**config.mk**
```make
export PLATFORM = sky130hd
export DESIGN_NAME = gpio_bank_ctrl
export DESIGN_NICKNAME = d
export VERILOG_FILES = /design/src/rtl/gpio_bank_pkg.sv /design/src/rtl/gpio_sync.sv /design/src/rtl/gpio_addr_dec.sv /design/src/rtl/gpio_edge_word.sv /design/src/rtl/gpio_bank_ctrl.sv
export SDC_FILE = /design/constraint.sdc
export NUM_CORES = 1
export LEC_CHECK = 0
export ABC_AREA = 1
export ABC_CLOCK_PERIOD_IN_PS = 1650
export BUFFER_PORTS_ARGS = -buffer_cell sky130_fd_sc_hd__buf_2
export CORE_ASPECT_RATIO = 0.9
export CORE_MARGIN = 3
export CORE_UTILIZATION = 55
export DETAILED_ROUTE_END_ITERATION = 8
export GPL_ROUTABILITY_DRIVEN = 0
export HOLD_SLACK_MARGIN = 0.1
export PLACE_DENSITY = 0.85
export SYNTH_ARGS = -nofsm -noshare
export SYNTH_HDL_FRONTEND = slang
export SYNTH_HIERARCHICAL = 1
export SYNTH_SLANG_ARGS = --single-unit
```
**constraint.sdc**
```tcl
create_clock -name clk -period 1.65 [get_ports clk]
set_clock_uncertainty 0.15 [all_clocks]
set_input_delay 0.33 -clock clk [delete_from_list [all_inputs] [get_ports clk]]
set_output_delay 0.33 -clock clk [all_outputs]
set_load 0.05 [all_outputs]
```
**src/rtl/gpio_bank_pkg.sv**
```systemverilog
package gpio_bank_pkg;

   typedef enum logic [2:0] {
      RK_LEVEL = 3'd0,
      RK_DIR   = 3'd1,
      RK_SET   = 3'd2,
      RK_CLR   = 3'd3,
      RK_RISE  = 3'd4,
      RK_FALL  = 3'd5,
      RK_STAT  = 3'd6,
      RK_ALT   = 3'd7
   } reg_kind_e;

   localparam int WORD_BITS    = 32;
   localparam int ALT_PER_WORD = 16;
   localparam int NUM_KINDS    = 8;

   function automatic int words_for_kind(input reg_kind_e k, input int nw);
      return (k == RK_ALT) ? 2 * nw : nw;
   endfunction

endpackage

```
**src/rtl/gpio_sync.sv**
```systemverilog
module gpio_sync #(
   parameter int WIDTH  = 32,
   parameter int STAGES = 2
) (
   input  logic             clk,
   input  logic             rst_n,
   input  logic [WIDTH-1:0] d,
   output logic [WIDTH-1:0] q
);

   if (STAGES < 2) begin : g_bad_stages
      $error("gpio_sync needs at least two stages");
   end

   logic [WIDTH-1:0] stg [STAGES];

   for (genvar s = 0; s < STAGES; s++) begin : g_stage
      if (s == 0) begin : g_first
         always_ff @(posedge clk or negedge rst_n) begin
            if (!rst_n) stg[s] <= '0;
            else        stg[s] <= d;
         end
      end else begin : g_next
         always_ff @(posedge clk or negedge rst_n) begin
            if (!rst_n) stg[s] <= '0;
            else        stg[s] <= stg[s-1];
         end
      end
   end

   assign q = stg[STAGES-1];

endmodule

```
**src/rtl/gpio_addr_dec.sv**
```systemverilog
module gpio_addr_dec
   import gpio_bank_pkg::*;
#(
   parameter int NW     = 2,
   parameter int ADDR_W = 8,
   localparam int IDX_W = (2 * NW > 1) ? $clog2(2 * NW) : 1
) (
   input  logic [ADDR_W-1:0] addr,
   output logic              hit,
   output reg_kind_e         kind,
   output logic [IDX_W-1:0]  idx
);

   localparam int MAP_WORDS = 9 * NW;

   if (MAP_WORDS * 4 > (1 << ADDR_W)) begin : g_bad_map
      $error("ADDR_W too small for the register map");
   end

   int unsigned woff;
   int unsigned base;

   always_comb begin
      woff = 32'(addr[ADDR_W-1:2]);
      hit  = 1'b0;
      kind = RK_LEVEL;
      idx  = '0;
      base = 0;
      if (addr[1:0] == 2'b00) begin
         for (int t = 0; t < NUM_KINDS; t++) begin
            base = 32'(t * NW);
            if (woff >= base &&
                woff < base + 32'(words_for_kind(reg_kind_e'(3'(t)), NW))) begin
               hit  = 1'b1;
               kind = reg_kind_e'(3'(t));
               idx  = IDX_W'(woff - base);
            end
         end
      end
   end

endmodule

```
**src/rtl/gpio_edge_word.sv**
```systemverilog
module gpio_edge_word #(
   parameter int W = 32
) (
   input  logic         clk,
   input  logic         rst_n,
   input  logic [W-1:0] cur,
   input  logic         ren_we,
   input  logic         fen_we,
   input  logic         clr_we,
   input  logic [W-1:0] wdata,
   output logic [W-1:0] ren_q,
   output logic [W-1:0] fen_q,
   output logic [W-1:0] st_q
);

   logic [W-1:0] prev_q;
   logic [W-1:0] evt;
   logic [W-1:0] clr_mask;
   logic [W-1:0] st_d;

   always_comb begin
      evt      = (ren_q & cur & ~prev_q) | (fen_q & ~cur & prev_q);
      clr_mask = clr_we ? wdata : '0;
      st_d     = (st_q & ~clr_mask) | evt;
   end

   always_ff @(posedge clk or negedge rst_n) begin
      if (!rst_n) begin
         prev_q <= '0;
         ren_q  <= '0;
         fen_q  <= '0;
         st_q   <= '0;
      end else begin
         prev_q <= cur;
         st_q   <= st_d;
         if (ren_we) ren_q <= wdata;
         if (fen_we) fen_q <= wdata;
      end
   end

   // a pending bit survives any cycle in which it is not cleared
   p_sticky_r9: assert property (@(posedge clk) disable iff (!rst_n)
      (st_q != '0) |=>
         ((st_q & $past(st_q & ~clr_mask)) == $past(st_q & ~clr_mask)));

   // a clearing write with no competing event leaves the written bits low
   p_w1c_r9: assert property (@(posedge clk) disable iff (!rst_n)
      (clr_we && evt == '0) |=> ((st_q & $past(wdata)) == '0));

   // with no enable set, no status bit can newly appear
   p_no_flag_r8: assert property (@(posedge clk) disable iff (!rst_n)
      ((ren_q | fen_q) == '0) |=> ((st_q & ~$past(st_q)) == '0));

   // an edge that meets its own clear keeps the bit set
   p_coincide_r10: assert property (@(posedge clk) disable iff (!rst_n)
      (clr_we && (evt & wdata) != '0) |=>
         ((st_q & $past(evt & wdata)) == $past(evt & wdata)));

endmodule

```
**src/rtl/gpio_bank_ctrl.sv**
```systemverilog
module gpio_bank_ctrl
   import gpio_bank_pkg::*;
#(
   parameter int NPINS  = 64,
   parameter int ADDR_W = 8,
   parameter int SYNC_STAGES = 2
) (
   input  logic                 clk,
   input  logic                 rst_n,
   input  logic                 bus_en,
   input  logic                 bus_we,
   input  logic [ADDR_W-1:0]    bus_addr,
   input  logic [31:0]          bus_wdata,
   output logic [31:0]          bus_rdata,
   input  logic [NPINS-1:0]     pin_in,
   output logic [NPINS-1:0]     pin_out,
   output logic [NPINS-1:0]     pin_oe,
   output logic [2*NPINS-1:0]   alt_sel,
   output logic                 irq
);

   localparam int NW    = NPINS / WORD_BITS;
   localparam int NA    = 2 * NW;
   localparam int IDX_W = (NA > 1) ? $clog2(NA) : 1;

   if ((NPINS % WORD_BITS) != 0 || NPINS < WORD_BITS) begin : g_bad_npins
      $error("NPINS must be a positive multiple of 32");
   end

   logic [NPINS-1:0] lvl_vec;
   logic [31:0]      lvl_w [NW];
   logic [31:0]      dir_w [NW];
   logic [31:0]      lat_w [NW];
   logic [31:0]      ren_w [NW];
   logic [31:0]      fen_w [NW];
   logic [31:0]      st_w  [NW];
   logic [31:0]      alt_w [NA];

   logic             hit;
   reg_kind_e        kind;
   logic [IDX_W-1:0] idx;
   logic             wr_go;
   logic             rd_go;
   logic [31:0]      rd_mux;
   logic [NW-1:0]    dir_we, set_we, clr_we, ren_we, fen_we, stc_we;
   logic [NA-1:0]    alt_we;

   gpio_sync #(.WIDTH(NPINS), .STAGES(SYNC_STAGES)) i_sync (
      .clk   (clk),
      .rst_n (rst_n),
      .d     (pin_in),
      .q     (lvl_vec)
   );

   gpio_addr_dec #(.NW(NW), .ADDR_W(ADDR_W)) i_dec (
      .addr (bus_addr),
      .hit  (hit),
      .kind (kind),
      .idx  (idx)
   );

   assign wr_go = bus_en &  bus_we & hit;
   assign rd_go = bus_en & ~bus_we;

   for (genvar w = 0; w < NW; w++) begin : g_word
      logic sel;
      assign sel        = wr_go && (idx == IDX_W'(w));
      assign dir_we[w]  = sel && (kind == RK_DIR);
      assign set_we[w]  = sel && (kind == RK_SET);
      assign clr_we[w]  = sel && (kind == RK_CLR);
      assign ren_we[w]  = sel && (kind == RK_RISE);
      assign fen_we[w]  = sel && (kind == RK_FALL);
      assign stc_we[w]  = sel && (kind == RK_STAT);
      assign lvl_w[w]   = lvl_vec[w*WORD_BITS +: WORD_BITS];

      always_ff @(posedge clk or negedge rst_n) begin
         if (!rst_n) begin
            dir_w[w] <= '0;
            lat_w[w] <= '0;
         end else begin
            if (dir_we[w]) dir_w[w] <= bus_wdata;
            if (set_we[w])      lat_w[w] <= lat_w[w] | bus_wdata;
            else if (clr_we[w]) lat_w[w] <= lat_w[w] & ~bus_wdata;
         end
      end

      gpio_edge_word #(.W(WORD_BITS)) i_edge (
         .clk    (clk),
         .rst_n  (rst_n),
         .cur    (lvl_w[w]),
         .ren_we (ren_we[w]),
         .fen_we (fen_we[w]),
         .clr_we (stc_we[w]),
         .wdata  (bus_wdata),
         .ren_q  (ren_w[w]),
         .fen_q  (fen_w[w]),
         .st_q   (st_w[w])
      );

      assign pin_out[w*WORD_BITS +: WORD_BITS] = lat_w[w];
      assign pin_oe [w*WORD_BITS +: WORD_BITS] = dir_w[w];

      // every written one appears on the latch
      p_set_bits_r4: assert property (@(posedge clk) disable iff (!rst_n)
         set_we[w] |=> ((lat_w[w] & $past(bus_wdata)) == $past(bus_wdata)));

      // zero bits of a set write keep their value
      p_set_keep_r4: assert property (@(posedge clk) disable iff (!rst_n)
         set_we[w] |=> ((lat_w[w] & ~$past(bus_wdata)) ==
                        ($past(lat_w[w]) & ~$past(bus_wdata))));

      // every written one drops on the latch
      p_clear_bits_r5: assert property (@(posedge clk) disable iff (!rst_n)
         clr_we[w] |=> ((lat_w[w] & $past(bus_wdata)) == '0));

      // direction only moves on a direction write
      p_dir_hold_r3: assert property (@(posedge clk) disable iff (!rst_n)
         !dir_we[w] |=> $stable(dir_w[w]));
   end

   for (genvar a = 0; a < NA; a++) begin : g_alt
      assign alt_we[a] = wr_go && (kind == RK_ALT) && (idx == IDX_W'(a));

      always_ff @(posedge clk or negedge rst_n) begin
         if (!rst_n)         alt_w[a] <= '0;
         else if (alt_we[a]) alt_w[a] <= bus_wdata;
      end

      assign alt_sel[a*WORD_BITS +: WORD_BITS] = alt_w[a];
   end

   always_comb begin
      rd_mux = '0;
      if (hit) begin
         for (int w = 0; w < NW; w++) begin
            if (idx == IDX_W'(w)) begin
               case (kind)
                  RK_LEVEL: rd_mux = lvl_w[w];
                  RK_DIR:   rd_mux = dir_w[w];
                  RK_SET,
                  RK_CLR:   rd_mux = lat_w[w];
                  RK_RISE:  rd_mux = ren_w[w];
                  RK_FALL:  rd_mux = fen_w[w];
                  RK_STAT:  rd_mux = st_w[w];
                  default:  ;
               endcase
            end
         end
         for (int a = 0; a < NA; a++) begin
            if (kind == RK_ALT && idx == IDX_W'(a)) rd_mux = alt_w[a];
         end
      end
   end

   always_ff @(posedge clk or negedge rst_n) begin
      if (!rst_n)     bus_rdata <= '0;
      else if (rd_go) bus_rdata <= rd_mux;
   end

   always_comb begin
      irq = 1'b0;
      for (int w = 0; w < NW; w++) irq = irq | (|st_w[w]);
   end

   // the interrupt starts low out of reset
   p_irq_reset_r13: assert property (@(posedge clk)
      $rose(rst_n) |-> !irq);

endmodule

```
==> results.md, run 1 <==
* Flops & latches, synth at 672
* Clock tree buffer depth at 3
* Net Count, Synth at 3523
* Avg Inst Size Synth at 8.54 um^2
* IO buf count at 396
* Largest family of logic cells by synthesized area: simple AND/OR/NAND/NOR gates
* Distinct cell type count of the synthesized netlist at 31
* Exit stage: global routing
* GR Util All Layers at 0.815
* Area leader, netlist: dfrtp_1
* DP HPWL at 71700 um
* CTS buffer count at 69
* Worst endpoint type: primary output
* Outcome: did not finish
* Synth Area in Adders at 0
* Die Ht at 224 um
* Pin count of the biggest net entering global routing at 83
* Leading post-synthesis cells by cell area: dfrtp_1, nand2_1, o21ai_0
* Number of flops mapped to enable cells by yosys at 0
* Post-synth top flop: dfrtp_1
* Sequential element share of the synthesized area at 0.576
* CTS root buf: clkbuf_16
* Placement Cell Area at 33700 um^2
* Mux contribution to synthesized area at 0
* Synthesized area at 29200 um^2
* I/O pin count at 397
* Xor and xnor area share after synthesis at 0
* Clock sinks at 672
* Die Width at 249 um
* Post-synth ARST share at 1.00
* Cell row count at 79
* Worst endpoint, post-GRT repair: irq
* Htree depth at 3
* Overflow after GRT at 106
* Cells after synthesis at 3415
* Post-synth top cells: nand2_1, dfrtp_1, inv_1
* Err: [ERROR GRT-0232] Routing congestion too high. Check the congestion heatmap in the GUI.
* Initial core utilization at 0.560
* Simple-Gate Fraction of Synth Area at 0.230
* Pre-CTS setup slack at -1130 ps
* Share of the synthesized area in the top cell type at 0.576
* Synth Warn # at 6
* Count leader, synth: nand2_1
* Post-synthesis compound-gate area fraction at 0.101
## layer usage
| metal | overflow | track usage |
|---|---|---|
| met5 | 2 | 0.644 |
| met3 | 19 | 0.765 |
| met2 | 41 | 0.912 |
| met1 | 8 | 0.787 |
| met4 | 36 | 0.801 |
## kinds of logic after synthesis
logic type / after synthesis
buffers and inverters: 589
AO/OA/AOI/OAI: 525
flip-flops: 672
AND/OR/NAND/NOR: 1629
## timing repair
action	CTS
gates resized for setup	601
gates cloned	49
pin swaps	174
hold buffers	98
buffers inserted	93
setup endpoints to repair	765
endpoints found under the hold margin	1001
## through the flow
| stage | TNS (ps) | cells |
|---|---|---|
| CTS | -177190 | 4906 |
| detailed placement | -411590 | 4549 |
| floorplan | -203140 | 3415 |
| global placement | -379990 | 4549 |
==> run 2: changes to the inputs <==
--- a/config.mk
+++ b/config.mk
@@ -8,13 +8,11 @@
 export ABC_AREA = 1
 export ABC_CLOCK_PERIOD_IN_PS = 1650
 export BUFFER_PORTS_ARGS = -buffer_cell sky130_fd_sc_hd__buf_2
-export CORE_ASPECT_RATIO = 0.9
 export CORE_MARGIN = 3
-export CORE_UTILIZATION = 55
+export CORE_UTILIZATION = 40
 export DETAILED_ROUTE_END_ITERATION = 8
 export GPL_ROUTABILITY_DRIVEN = 0
-export HOLD_SLACK_MARGIN = 0.1
-export PLACE_DENSITY = 0.85
+export PLACE_DENSITY_LB_ADDON = 0.15
 export SYNTH_ARGS = -nofsm -noshare
 export SYNTH_HDL_FRONTEND = slang
 export SYNTH_HIERARCHICAL = 1
==> run 2 against run 1 <==
The flow now finishes, with violations (setup timing). Synthesized cell count unchanged. Area after synthesis unchanged.
==> results.md, run 2 <==
* Net Count, Synth at 3523 (unchanged)
* Area leader, netlist: dfrtp_1 (unchanged)
* Avg Inst Size Synth at 8.54 um^2 (unchanged)
* Post-synth top cells: nand2_1, dfrtp_1, inv_1 (unchanged)
* CTS buffer count at 76 (was 69)
* Clock sinks at 672 (unchanged)
* Setup violations, final at 769
* Max FO, Critical Path at 2
* Xor and xnor area share after synthesis at 0 (unchanged)
* IO buf count at 396 (unchanged)
* Leading post-synthesis cells by cell area: dfrtp_1, nand2_1, o21ai_0 (unchanged)
* Commonest non-fill, non-tap cell in the layout: nand2_1
* Final setup TNS at -184810 ps
* Post-layout min period at 2620 ps
* Synth Warn # at 6 (unchanged)
* Post-layout instance area at 48500 um^2
* Outcome: finished, violations left (was did not finish)
* Flops & latches, synth at 672 (unchanged)
* Final Max Tran Viols at 0
* Vias post-DR at 29716
* Peak VDD IR at 0.707 mV
* Min-delay src: bus_wdata[0]
* Final hold viol count at 0
* Max reg flops at 128
* Antenna Nets Post-Route at 0
* Failing checks: setup timing
* Fillers at 5346
* Cells after synthesis at 3415 (unchanged)
* Unrepaired setup endpoints after global routing: yes
* I/O pin count at 397 (unchanged)
* Static leakage at 0.0242 uW
* Clock tree buffer depth at 3 (unchanged)
* GR Util met1 at 0.437
* CTS tree: yes
* Pin count of the biggest net entering global routing at 88
* Max cap viols at 0
* DP HPWL at 77300 um (was 71700 um)
* Post-synth ARST share at 1.00 (unchanged)
* Count leader, synth: nand2_1 (unchanged)
* GR Util All Layers at 0.325
* Number of flops mapped to enable cells by yosys at 0 (unchanged)
* Share of the synthesized area in the top cell type at 0.576 (unchanged)
* Worst setup path class: flop to primary output
* Simple-Gate Fraction of Synth Area at 0.230 (unchanged)
* Die Ht at 276 um (was 224 um)
* Layout cells sized above 1 at 0.476
* Die Width at 276 um (was 249 um)
* Nets at 4482
* Area Growth Syn to Fin at 66.2%
* GR Util met2 at 0.493
* Commonest non-fill, non-tap cells in the layout: nand2_1, dfrtp_1, inv_1, nand2_2, buf_4
* Htree depth at 3 (unchanged)
* Grt met3 use at 0.0880
* Busiest layer in global routing: met2
* Cell row count at 98 (was 79)
* Core area at 71900 um^2
* Vias per cell at 5.52
* Mux contribution to synthesized area at 0 (unchanged)
* Placement Cell Area at 34300 um^2 (was 33700 um^2)
* Initial antenna violation count at 2
* CP startpoint kind: flop
* Reg2reg start: pin_oe[48]
* Overflow after GRT at 0
* Slew at the pin closest to its max-slew limit at 627 ps
* Tcrit/Tclk final at 1.59
* Avg WL per Cell at 25.7 um
* Synth Area in Adders at 0 (unchanged)
* Req. time, crit path at 1170 ps
* Largest family of logic cells by synthesized area: simple AND/OR/NAND/NOR gates (unchanged)
* Worst setup margin at -972 ps
* HP Class: input pin to flop
* Initial drt markers at 3378
* TritonRoute pass-1 iters at 8
* Initial core utilization at 0.406 (was 0.560)
* Sequential element share of the synthesized area at 0.576 (unchanged)
* Clock-pin slew on the worst setup and hold paths at 60 ps
* Synthesized area at 29200 um^2 (unchanged)
* Die area at 76200 um^2
* CTS root buf: clkbuf_16 (unchanged)
* First-pass GRT wire length at 185000 um
* CP endpoint kind: primary output
* Final WL at 138000 um
* Post-synth top flop: dfrtp_1 (unchanged)
* Rel. slew slack at 0.582
* Post-synthesis compound-gate area fraction at 0.101 (unchanged)
* Pwr dens at 806 nW/um^2
* Residual DRC count at 0
* Worst-Skew Late Latency at 640 ps
* Distinct cell type count of the synthesized netlist at 31 (unchanged)
* Critical Path Start: g_word[0].i_edge/st_q[15]
* WP data arrival at 2140 ps
* Vias in the first global route at 27683
* Max Fclk at 381 MHz
run 2: cell counts after synthesis:
Identical to the previous run, type by type.
run 2: layer usage:
| layer | share of wire | wire (um) |
|---|---|---|
| met1 | 0.39 | 53300 |
| met2 | 0.45 | 61800 |
| met3 | 0.11 | 14900 |
| met4 | 0.060 | 8330 |
| met5 | 0.000051 | 7 |
run 2: kinds of logic (layout without fill, tap and decap cells):
kind of cell	count (synthesis)	in the layout
AND/OR/NAND/NOR	1629	1630
other	0	2
flip-flops	672	672
AO/OA/AOI/OAI	525	525
buffers and inverters	589	1609
run 2: repair_timing:
action                                  CTS  global route
pin swaps                               177           323
hold buffers                             97             0
buffers inserted                        187            54
cloned                                   69            37
endpoints found under the hold margin   955             0
endpoints found under the setup margin  769           769
resized for setup                       999           962
run 2: critical path, cell delays in order, from the launching register on:
cell,delay [ps]
dfrtp_1,400
nor4_1,420
nand4_1,270
nor2_4,190
nand2_2,80
buf_8,150
run 2: final cells by class:
class	instances	area, um^2	share of cell area
antenna	2	5.00	0.000103
clock buffer	107	2250	0.0464
clock inverter	33	439	0.00906
inverter	371	1570	0.0324
multi-input combinational	2155	14400	0.297
sequential	672	16900	0.348
tap	950	1190	0.0245
timing repair buffer	1096	11700	0.242
timing repair inverter	2	20.0	0.000413
run 2: worst paths after layout:
kind                                               end  slack (ps)  depth (start not counted)
min in group asynchronous  g_word[0].i_edge/prev_q[24]         240                          3
min reg2reg                               i_sync/q[11]         190                          0
max in group asynchronous  g_word[0].i_edge/prev_q[26]         250                          3
max                                                irq        -970                          5
max reg2reg                              bus_rdata[16]         -90                         12
min                          g_word[1].i_edge/ren_q[0]          70                          4
run 2: power by group:
part	total, uW	internal, uW	switching [uW]
sequential	17200	16800	330
combinational	3660	1350	2310
clock	18300	11000	7280
total	39100	29200	9920
run 2: metrics by stage:
step	std cells	hold slack, ps	util	total power (uW)	worst slack [ps]
after global routing	5386	60.3	0.675	40300	-1040
final	5388	65.5	0.675	39100	-972
after global placement	4853	57.8	0.477	19900	-1220
after floorplan	3415	-116	-	18400	-548
after CTS	5323	8.11	0.614	38600	-920
after detailed placement	4853	58.2	0.477	19900	-1230
Power figures use the tool's default switching activity.
